===== config.mk =====
export PLATFORM = sky130hd
export DESIGN_NAME = branch_guard_tracker
export DESIGN_NICKNAME = d
export VERILOG_FILES = /design/src/rtl/bgt_pkg.sv /design/src/rtl/bgt_sig_encode.sv /design/src/rtl/bgt_field_store.sv /design/src/rtl/bgt_mask_gen.sv /design/src/rtl/branch_guard_tracker.sv
export SDC_FILE = /design/constraint.sdc
export NUM_CORES = 1
export LEC_CHECK = 0
export ABC_AREA = 0
export BUFFER_PORTS_ARGS = -buffer_cell sky130_fd_sc_hd__buf_4
export CAP_MARGIN = 20
export CORE_MARGIN = 2
export CORE_UTILIZATION = 57
export DETAILED_ROUTE_END_ITERATION = 12
export GPL_TIMING_DRIVEN = 0
export MAX_ROUTING_LAYER = met4
export PLACE_DENSITY = 0.82
export SYNTH_ARGS = -nofsm -noshare
export SYNTH_HDL_FRONTEND = slang
export SYNTH_SLANG_ARGS = --single-unit
export TNS_END_PERCENT = 50

===== constraint.sdc =====
create_clock -name clk -period 5.4 [get_ports clk]
set_input_delay 1.08 -clock clk [delete_from_list [all_inputs] [get_ports clk]]
set_output_delay 1.08 -clock clk [all_outputs]
set_load 0.05 [all_outputs]

===== src/rtl/bgt_pkg.sv =====
package bgt_pkg;
  typedef enum logic [1:0] {
    TRK_OBLIVIOUS = 2'b00,
    TRK_PER_SLOT  = 2'b01,
    TRK_PER_LINE  = 2'b10,
    TRK_BLOOM     = 2'b11
  } trk_mode_e;

  localparam int NUM_HASH = 4;
endpackage


===== src/rtl/bgt_sig_encode.sv =====
module bgt_sig_encode
  import bgt_pkg::*;
#(
  parameter int SLOTS_PER_LINE = 4,
  parameter int BLOOM_BITS     = 12,
  parameter int FIELD_W        = 32,
  parameter int SLOT_W         = 5
) (
  input  logic [SLOT_W-1:0]  slot,
  input  trk_mode_e          mode,
  output logic [FIELD_W-1:0] sig
);
  localparam logic [SLOT_W-1:0] HK1 = SLOT_W'(22);
  localparam logic [SLOT_W-1:0] HK3 = SLOT_W'(11);

  function automatic logic [SLOT_W-1:0] rotl(input logic [SLOT_W-1:0] v, input int n);
    return (v << n) | (v >> (SLOT_W - n));
  endfunction

  logic [SLOT_W-1:0]  mixed;
  logic [FIELD_W-1:0] bloom_vec;

  always_comb begin
    bloom_vec = '0;
    mixed     = '0;
    for (int k = 0; k < NUM_HASH; k++) begin
      case (k)
        0:       mixed = slot;
        1:       mixed = slot ^ HK1;
        2:       mixed = rotl(slot, 1);
        default: mixed = rotl(slot, 3) ^ HK3;
      endcase
      bloom_vec[int'(mixed) % BLOOM_BITS] = 1'b1;
    end
  end

  always_comb begin
    case (mode)
      TRK_PER_SLOT: sig = FIELD_W'(1) << int'(slot);
      TRK_PER_LINE: sig = FIELD_W'(1) << (int'(slot) / SLOTS_PER_LINE);
      TRK_BLOOM:    sig = bloom_vec;
      default:      sig = '0;
    endcase
  end
endmodule


===== src/rtl/bgt_field_store.sv =====
module bgt_field_store #(
  parameter int NUM_LINES = 8,
  parameter int FIELD_W   = 32,
  parameter int LINE_W    = 3
) (
  input  logic               clk,
  input  logic               rst_n,
  input  logic               set_en,
  input  logic [LINE_W-1:0]  set_line,
  input  logic [FIELD_W-1:0] set_sig,
  input  logic               clr_en,
  input  logic [LINE_W-1:0]  clr_line,
  output logic [FIELD_W-1:0] rd_field
);
  logic [FIELD_W-1:0] field_q [NUM_LINES];

  for (genvar l = 0; l < NUM_LINES; l++) begin : g_line
    always_ff @(posedge clk) begin
      if (!rst_n) begin
        field_q[l] <= '0;
      end else if (clr_en && clr_line == LINE_W'(l)) begin
        field_q[l] <= '0;
      end else if (set_en && set_line == LINE_W'(l)) begin
        field_q[l] <= field_q[l] | set_sig;
      end
    end
  end

  assign rd_field = field_q[clr_line];
endmodule


===== src/rtl/bgt_mask_gen.sv =====
module bgt_mask_gen
  import bgt_pkg::*;
#(
  parameter int NUM_SLOTS      = 32,
  parameter int SLOTS_PER_LINE = 4,
  parameter int BLOOM_BITS     = 12,
  parameter int FIELD_W        = 32,
  parameter int SLOT_W         = 5
) (
  input  trk_mode_e            mode,
  input  logic                 evict_valid,
  input  logic [FIELD_W-1:0]   field,
  output logic [NUM_SLOTS-1:0] mask
);
  for (genvar s = 0; s < NUM_SLOTS; s++) begin : g_slot
    logic [FIELD_W-1:0] probe;
    logic               member;

    bgt_sig_encode #(
      .SLOTS_PER_LINE(SLOTS_PER_LINE),
      .BLOOM_BITS    (BLOOM_BITS),
      .FIELD_W       (FIELD_W),
      .SLOT_W        (SLOT_W)
    ) u_probe (
      .slot(SLOT_W'(s)),
      .mode(mode),
      .sig (probe)
    );

    assign member  = (|probe) && ((probe & ~field) == '0);
    assign mask[s] = evict_valid && ((mode == TRK_OBLIVIOUS) || member);
  end
endmodule


===== src/rtl/branch_guard_tracker.sv =====
module branch_guard_tracker
  import bgt_pkg::*;
#(
  parameter int NUM_LINES      = 8,
  parameter int SLOTS_PER_LINE = 4,
  parameter int BLOOM_BITS     = 12,
  localparam int NUM_SLOTS     = NUM_LINES * SLOTS_PER_LINE,
  localparam int SLOT_W        = $clog2(NUM_SLOTS),
  localparam int LINE_W        = $clog2(NUM_LINES)
) (
  input  logic                 clk,
  input  logic                 rst_n,
  input  logic [1:0]           mode,
  input  logic                 set_valid,
  input  logic [SLOT_W-1:0]    set_slot,
  input  logic [LINE_W-1:0]    set_line,
  input  logic                 evict_valid,
  input  logic [LINE_W-1:0]    evict_line,
  output logic [NUM_SLOTS-1:0] clear_mask
);
  localparam int BIG_A   = (NUM_SLOTS > NUM_LINES) ? NUM_SLOTS : NUM_LINES;
  localparam int FIELD_W = (BIG_A > BLOOM_BITS) ? BIG_A : BLOOM_BITS;

  trk_mode_e          mode_e;
  logic [FIELD_W-1:0] set_sig;
  logic [FIELD_W-1:0] evict_field;

  assign mode_e = trk_mode_e'(mode);

  bgt_sig_encode #(
    .SLOTS_PER_LINE(SLOTS_PER_LINE),
    .BLOOM_BITS    (BLOOM_BITS),
    .FIELD_W       (FIELD_W),
    .SLOT_W        (SLOT_W)
  ) u_set_sig (
    .slot(set_slot),
    .mode(mode_e),
    .sig (set_sig)
  );

  bgt_field_store #(
    .NUM_LINES(NUM_LINES),
    .FIELD_W  (FIELD_W),
    .LINE_W   (LINE_W)
  ) u_store (
    .clk     (clk),
    .rst_n   (rst_n),
    .set_en  (set_valid),
    .set_line(set_line),
    .set_sig (set_sig),
    .clr_en  (evict_valid),
    .clr_line(evict_line),
    .rd_field(evict_field)
  );

  bgt_mask_gen #(
    .NUM_SLOTS     (NUM_SLOTS),
    .SLOTS_PER_LINE(SLOTS_PER_LINE),
    .BLOOM_BITS    (BLOOM_BITS),
    .FIELD_W       (FIELD_W),
    .SLOT_W        (SLOT_W)
  ) u_mask (
    .mode       (mode_e),
    .evict_valid(evict_valid),
    .field      (evict_field),
    .mask       (clear_mask)
  );
endmodule


Yosys cells after proc, flatten, opt, wreduce, memory -nomap -nowiden
Memories as Yosys holds them, arrays and structs flattened. Cells that the tools add are included.

Div/mod/pow operators: 4. Order comparisons: 8. Eq/ne operators: 17. Shifts and indexed selects: 2. Muxes and demuxes: 114. Bitwise gates (word level): 64. Reductions and logical operators: 184.

Operators by type and width (count): zero test 32 bit (32); OR reduction 32 bit (32); two-way mux 32 bit (16); OR 32 bit (11); one-hot mux 32 bit (3 select lines) (2); greater-or-equal comparator 32 x 1 -> 1 bit, second input constant (4); less-than comparator 32 x 7 -> 1 bit, second input constant (4); modulo 6 x 5 -> 32 bit, second input constant (4); one-hot mux 11 bit (3 select lines) (3); bitwise AND 10 x 32 -> 32 bit (3); bitwise AND 11 x 32 -> 32 bit (3); bitwise AND 12 x 32 -> 32 bit (3); one-hot mux 31 bit (3 select lines) (1); one-hot mux 10 bit (3 select lines) (3); one-hot mux 30 bit (3 select lines) (1); one-hot mux 29 bit (3 select lines) (1); logical AND 1 bit (84); one-hot mux 28 bit (3 select lines) (1); one-hot mux 27 bit (3 select lines) (1); one-hot mux 26 bit (3 select lines) (1); one-hot mux 25 bit (3 select lines) (1); one-hot mux 12 bit (3 select lines) (2); one-hot mux 24 bit (3 select lines) (1); one-hot mux 23 bit (3 select lines) (1); other kinds (55) (178).

Register bits after elaboration: 0. Memory bits (writable): 256. Input bits: 17. Output and inout bits: 32. Logic and storage cells: 394. Memories kept: 1.

Memory list: u_store.field_q (words 8, width 32, read ports 9, clocked after Yosys merged registers in 0, write ports 8, RTL line bgt_field_store.sv:15) `logic [FIELD_W-1:0] field_q [NUM_LINES];`.

Logic depth before layout (Yosys ltp)
Gate-level depths: netlist of the first run.

Depth after elaboration: 12. Depth in mapped cells: 11. Depth with buffers taken out: 8.

Least setup slack after synthesis of the first run
Ideal clock, no wire load.

Path type: input to register. Start: input port set_line[2]. End: memory u_store.field_q[1][0] (enable). Setup time: 0.533 ns. Arrival: 5.062 ns. Data required time: 4.867 ns. Path slack: -0.195 ns. Cell stages on the path: 2. Path buffers: 0. Path through: nand2b_1 > o311ai_0.

RTL lines: start, declared (RTL line branch_guard_tracker.sv:16) `input logic [LINE_W-1:0] set_line,`; end, declared (RTL line bgt_field_store.sv:15).

Final worst setup path of the first run
Start: input port evict_line[2]. End: output port clear_mask[26].

Longest elaborated chain between the ends: 7.

Ends and longest elaborated chain: start, declared (RTL line branch_guard_tracker.sv:18) `input logic [LINE_W-1:0] evict_line,`; memory (8 x 32 bit); inverter 32 bit (RTL line bgt_mask_gen.sv:30) `assign member = (|probe) && ((probe & ~field) == '0);`; bitwise AND 27 x 32 -> 32 bit (RTL line bgt_mask_gen.sv:30); zero test 32 bit (RTL line bgt_mask_gen.sv:30); logical AND 1 bit (RTL line bgt_mask_gen.sv:30); logical OR 1 bit (RTL line bgt_mask_gen.sv:31) `assign mask[s] = evict_valid && ((mode == TRK_OBLIVIOUS) || member);`; logical AND 1 bit (RTL line bgt_mask_gen.sv:31); end, declared (RTL line branch_guard_tracker.sv:19) `output logic [NUM_SLOTS-1:0] clear_mask`.

No other way between the ends.

==> impl_metrics.csv, run 1 <==
group,metric,value,unit
sta,fin_crit_sh,92.34,%
floorplanning,dieArea,26650,µm²
layout,nFillCells,1829,
placement,place_ws,0.5127,ns
critical_path,cpMostUsedCell,"buf_2",
placement,port_buffers,46,
routing,post_drt_via_cell_ratio,7.221,
run,maxCapViolCount,0,
yosys,ys_top_cells_by_area,"edfxtp_1 (53%), o21a_1 (11%), mux4_2 (6.7%)",
critical_path,cpPeakStageDelay,0.90,ns
floorplanning,fp.dieW,163.3,µm
routing,wl,46560,µm
routing,ant_nets,0,
critical_path,crit_chain,"buf_2 -> buf_2 -> clkinv_1 -> mux2i_1 -> a21o_1 -> a31oi_1 -> a41o_1 -> buf_4",
critical_path,reg2reg_slack,4.33,ns
sta,slew_headroom,29.16,%
floorplanning,ioPinCount,49,
yosys,syn_area_per_cell,12.38,µm²
floorplanning,coreArea,25040,µm²
yosys,synthesis.nets,1193,
yosys,synth-seq-area-share,53.18,%
layout,regArea,7687,µm²
hold_path,hold_start,"u_store.field_q[7][0]$_SDFFCE_PN0P_",
sta,max_freq,0.2005,GHz
sta,skew,0,ns
critical_path,timing.rr.end,"u_store.field_q[3][8]$_SDFFCE_PN0P_",
yosys,ys_ff_latch,256,
outcome,run_status,"finished, final reports clean",
yosys,netlist_instances,1168,
clock_network,numCtsBuffers,25,
layout,drive_gt1_share,20.16,%
yosys,yosysTopAreaCell,"edfxtp_1",
power,power.total,4.864,mW
grt,grt_max_degree,18,
clock_network,insertion_delay,0.53,ns
critical_path,cp.arrival,3.91,ns
layout,area.growth.synth_to_final,13.32,%
hold_path,min_path_type,"flip-flop to flip-flop",
placement,dpl.hpwl,33020,µm
layout,largest_reg_flops,256,
sta,slew_violations,0,
yosys,synth_edf_count,256,
grt,antenna_found_initial,0,
routing,drtIter0Drc,1860,
clock_network,post-cts-setup-buffer-count,0,
layout,final_cells,1605,
placement,dp_cells,1562,
placement,globalplace.congestion,0.9996,
clock_network,htreeDepth,1,
clock_network,clkSlewWorstSetupHoldPaths,0.06,ns
sta,rsz0062_at_grt,"no",
routing,vias,11590,
yosys,ys_types,86,
sta,setup_slack,0.4136,ns
floorplanning,num_rows,58,
layout,fin_util,65.43,%
critical_path,r2r-start,"u_store.field_q[3][8]$_SDFFCE_PN0P_",
sta,fin_crit,4.986,ns
grt,overflow,0,
routing,drt-wirelength-per-cell,29.01,µm
hold_path,hold_end,"u_store.field_q[7][0]$_SDFFCE_PN0P_",
critical_path,end_kind,"output pin",
yosys,synthFlopType,"edfxtp_1",
grt,grt_pass1_vias,11400,
critical_path,worstPathRequired,4.32,ns
floorplanning,die_h,163.3,µm
layout,final_cell_mix,"edfxtp_1 (256), o21a_1 (217), nand2_1 (102)",
grt,grt_pass1_wl,69350,µm
layout,mostFrequentLayoutCell,"edfxtp_1",
routing,drc,0,
floorplanning,start_util,57.74,%
yosys,synth_warnings,0,
clock_network,clock_tree.root_cell,"clkbuf_16",
yosys,synthArstFlopShare,0,%
layout,final_net_count,1285,
clock_network,hold_buffers,0,
critical_path,critical_path.max_fanout,10,
critical_path,start_kind,"primary input",
yosys,synth_top_cell_area_share,53.18,%
sta,worstMarginPinSlew,1.033,ns
layout,multiInputGateArea,6326,µm²
power,p_leak,5.975,nW
clock_network,ctsLongestPathBuffers,3,
layout,reg_top3,"u_store.field_q x256",
clock_network,cts_resized,0,
sta,final_hold_viol_count,0,
critical_path,r2r_cells,2,
clock_network,cts_tree,"built",
power,ir_drop,0.2272,mV
yosys,syn_area,14460,µm²
layout,diodes,0,
sta,finalSetupViolCount,0,
critical_path,critPathKind,"primary input to output pin",
clock_network,clock-sinks,256,
power,power_density,296.9,nW/µm²
grt,gr-usage-all-layers,36.12,%
hold_path,whs_path_depth,1,
critical_path,critical-path-slowest-cell,"mux2i_1",
routing,firstDrtPassIters,6,
layout,largest-register,"u_store.field_q",
-- cells by family after synthesis --
| group | count (synthesis) | synth area share (%) |
|---|---|---|
| AOI/OAI and AO/OA | 436 | 22.63 |
| and+or+nand+nor | 299 | 10.34 |
| DFF | 256 | 53.18 |
| buffers and inverters | 88 | 3.652 |
| muxes | 80 | 9.443 |
| adders and majority gates | 8 | 0.6924 |
| xor gates and xnor gates | 1 | 0.06060 |
-- critical path, delay by kind of cell --
kind / cells / cell delay [ns]
AO/OA/AOI/OAI: 3 / 0.82
multiplexers: 1 / 0.90
buffers and inverters: 4 / 1.09
-- cell type report --
| class | count | share of cell area, % |
|---|---|---|
| clock buffer | 28 | 3.888 |
| multi-input combinational | 824 | 38.62 |
| timing repair buffer | 65 | 4.040 |
| tap | 330 | 2.520 |
| clock inverter | 14 | 0.7867 |
| inverter | 9 | 0.2062 |
| buffer | 79 | 3.017 |
| sequential | 256 | 46.93 |
-- cell usage after synthesis, types with 4 or more instances --
master / count
nor3b_1: 6
clkbuf_1: 35
mux4_2: 43
o21ai_0: 56
nand2_2: 7
o31ai_2: 5
nand2_1: 103
nor2b_1: 9
mux2i_1: 28
inv_1: 8
o21ai_1: 5
buf_4: 11
edfxtp_1: 256
o21ba_2: 8
o21a_1: 217
a31oi_1: 5
nand3_1: 27
a32o_1: 5
nor3_1: 7
nand4_1: 9
nand2b_1: 26
buf_2: 18
o22ai_1: 13
a21o_1: 4
o31a_1: 10
o31ai_1: 5
mux2_2: 7
and3_1: 7
a22oi_1: 8
nor2_1: 67
nand3b_1: 5
a21oi_2: 8
buf_6: 9
a21oi_1: 29
o22a_1: 5
ha_1: 8
o21ba_1: 8
-- metrics by stage --
step | area (µm²) | setup TNS, ns | hold WS [ns]
detailed placement | 15610 | 0 | 0.5474
finish | 16380 | 0 | 0.5605
CTS | 16370 | 0 | 0.5621
global route | 16380 | 0 | 0.5747
global placement | 15210 | -232.04 | 0.5386
floorplan | 14460 | -2.432 | 0.5263
-- per-layer routing --
metal | vias to the layer above | global-route usage, % | part of all wire [%]
met5 | - | - | 0
met3 | 196 | 8.913 | 13
met2 | 892 | 54.16 | 45
met1 | 5750 | 47.84 | 37
met4 | 0 | 14.04 | 4.5
li1 | 4752 | - | -
-- how the worst max path moves through the flow --
| stage | cells past startpoint | to | from | slack, ns |
|---|---|---|---|---|
| 3_5_place_dp | 8 | clear_mask[26] | evict_line[2] | 0.51 |
| 5_1_grt | 8 | clear_mask[26] | evict_line[2] | 0.38 |
| 6_report | 8 | clear_mask[26] | evict_line[2] | 0.41 |
| 2_1_floorplan | 2 | u_store.field_q[5][0]$_SDFFCE_PN0P_ | set_valid | -0.08 |
| 3_3_place_gp | 3 | u_store.field_q[5][14]$_SDFFCE_PN0P_ | set_line[2] | -4.23 |
| 4_1_cts | 8 | clear_mask[26] | evict_line[2] | 0.51 |
-- report_power, final --
| group | total, mW | switching [mW] | internal [mW] |
|---|---|---|---|
| combinational | 0.804 | 0.541 | 0.263 |
| clock | 1.70 | 0.762 | 0.941 |
| sequential | 2.36 | 0.0593 | 2.30 |
(Power assumes the default switching activity.)
==> inputs of run 2 (changes only) <==
- ABC_AREA: 0 -> 1
==> run 2 against run 1 <==
Synthesized cell count up 42%. Setup slack better by 0.28 ns. Clock power up 8%. Fmax up 5.9%. Largest power group unchanged. Clock skew unchanged. Via count up 13%. Combinational power down 3.5%.
==> impl_metrics.csv, run 2 <==
group,metric,value,unit
outcome,run_status,"finished, final reports clean",
clock_network,clock-sinks,256,
clock_network,htreeDepth,1,
yosys,synthFlopType,"edfxtp_1",
critical_path,cp.arrival,3.63,ns
floorplanning,num_rows,58,
yosys,ys_ff_latch,256,
sta,finalSetupViolCount,0,
routing,ant_nets,0,
sta,fin_crit_sh,87.20,%
yosys,synth_warnings,0,
hold_path,whs_path_depth,2,
power,ir_drop,0.2477,mV
floorplanning,ioPinCount,49,
sta,fin_crit,4.709,ns
layout,fin_util,64.97,%
sta,worstMarginPinSlew,0.9133,ns
routing,firstDrtPassIters,6,
sta,slew_violations,0,
layout,regArea,7687,µm²
critical_path,worstPathRequired,4.32,ns
clock_network,cts_tree,"built",
placement,globalplace.congestion,1.015,
routing,drtIter0Drc,2100,
yosys,ys_top_cells_by_area,"edfxtp_1 (53%), a21oi_1 (8.7%), nand2_1 (8.5%)",
layout,largest-register,"u_store.field_q",
grt,grt_pass1_wl,72790,µm
yosys,synthesis.nets,1682,
grt,overflow,0,
yosys,syn_area_per_cell,8.696,µm²
clock_network,insertion_delay,0.53,ns
yosys,syn_area,14410,µm²
hold_path,min_path_type,"flip-flop to flip-flop",
grt,grt_pass1_vias,12770,
floorplanning,fp.dieW,163.0,µm
sta,finalSetupTns,0,ns
placement,dpl.hpwl,33000,µm
routing,post_drt_via_cell_ratio,6.252,
critical_path,r2r_cells,2,
yosys,netlist_top_cells_count,"nand2_1 (326), inv_1 (302), edfxtp_1 (256)",
power,power_density,305.0,nW/µm²
clock_network,ctsLongestPathBuffers,3,
floorplanning,start_util,57.72,%
clock_network,post-cts-setup-buffer-count,0,
run,maxCapViolCount,0,
layout,reg_top3,"u_store.field_q x256",
power,p_leak,6.553,nW
critical_path,end_kind,"output pin",
sta,final_hold_viol_count,0,
yosys,netlist_instances,1657,
routing,vias,13060,
floorplanning,dieArea,26570,µm²
yosys,synthArstFlopShare,0,%
layout,mostFrequentLayoutCell,"nand2_1",
layout,diodes,0,
yosys,synth.most_common_cell,"nand2_1",
yosys,synth_top_cell_area_share,53.35,%
layout,drive_gt1_share,13.42,%
floorplanning,die_h,163.0,µm
critical_path,critical_path.max_fanout,10,
placement,place_ws,0.8411,ns
sta,max_freq,0.2124,GHz
grt,antenna_found_initial,0,
power,power.total,4.946,mW
clock_network,cts_resized,0,
routing,wl,48400,µm
clock_network,clock_tree.root_cell,"clkbuf_16",
critical_path,start_kind,"primary input",
layout,final_cell_mix,"nand2_1 (322), inv_1 (302), edfxtp_1 (256)",
critical_path,critPathKind,"primary input to output pin",
routing,drc,0,
sta,skew,0,ns
layout,final_net_count,1766,
sta,slew_headroom,38.71,%
layout,nFillCells,2023,
layout,area.growth.synth_to_final,12.56,%
placement,port_buffers,47,
grt,gr-usage-all-layers,37.63,%
routing,drt-wirelength-per-cell,23.18,µm
sta,setup_slack,0.6910,ns
floorplanning,coreArea,24960,µm²
clock_network,clkSlewWorstSetupHoldPaths,0.06,ns
yosys,ys_types,39,
layout,multiInputGateArea,5150,µm²
grt,grt_max_degree,24,
yosys,synth-seq-area-share,53.35,%
yosys,synth_edf_count,256,
yosys,yosysTopAreaCell,"edfxtp_1",
layout,largest_reg_flops,256,
sta,rsz0062_at_grt,"no",
clock_network,numCtsBuffers,27,
clock_network,hold_buffers,0,
run 2: cell type report:
type                       instances  share of cell area, %
buffer                            82                  2.584
clock buffer                      27                  4.166
clock inverter                    19                  1.003
inverter                         314                  7.290
multi-input combinational       1005                  31.75
sequential                       256                  47.40
tap                              330                  2.546
timing repair buffer              55                  3.256
run 2: per-stage QoR:
step	hold WS, ns	instance area (µm²)	cells
after floorplan	0.5673	14410	1657
after global placement	0.5843	15170	2034
after detailed placement	0.5884	15380	2042
after CTS	0.6033	16220	2088
after global routing	0.6309	16220	2088
final	0.6042	16220	2088
run 2: power by group:
group	leakage, nW	switching, mW	total [mW]	internal (mW)
combinational	3.46	0.576	0.776	0.200
clock	0.417	0.789	1.83	1.04
sequential	2.67	0.0460	2.34	2.29
total	6.55	1.41	4.95	3.53
run 2: critical path, stage by stage:
cell      delay, ns
buf_2          0.18
inv_1          0.23
clkbuf_1       0.68
buf_1          0.51
nand2_1        0.19
nand3_1        0.11
nand4_1        0.10
a21oi_1        0.27
buf_4          0.26
run 2: logic make-up after synthesis:
family | Yosys count | synth area share [%]
and+or+nand+nor | 594 | 18.11
adders and majority gates | 8 | 0.6947
AOI/OAI and AO/OA | 403 | 16.72
DFF | 256 | 53.35
buffers and inverters | 396 | 11.11
run 2: final timing paths:
kind / startpoint / to / slack (ns)
setup reg to reg: u_store.field_q[2][19]$_SDFFCE_PN0P_ / u_store.field_q[2][19]$_SDFFCE_PN0P_ / 4.47
hold / removal: u_store.field_q[5][7]$_SDFFCE_PN0P_ / u_store.field_q[5][7]$_SDFFCE_PN0P_ / 0.60
hold reg to reg: u_store.field_q[5][7]$_SDFFCE_PN0P_ / u_store.field_q[5][7]$_SDFFCE_PN0P_ / 0.60
setup / recovery: evict_line[2] / clear_mask[20] / 0.69
run 2: layer usage:
layer,vias to the layer above,global-route usage (%),part of all wire [%]
li1,5795,-,-
met1,6109,49.53,38
met2,962,57.03,45
met3,189,6.137,12
met4,0,18.62,5.4
met5,-,-,0
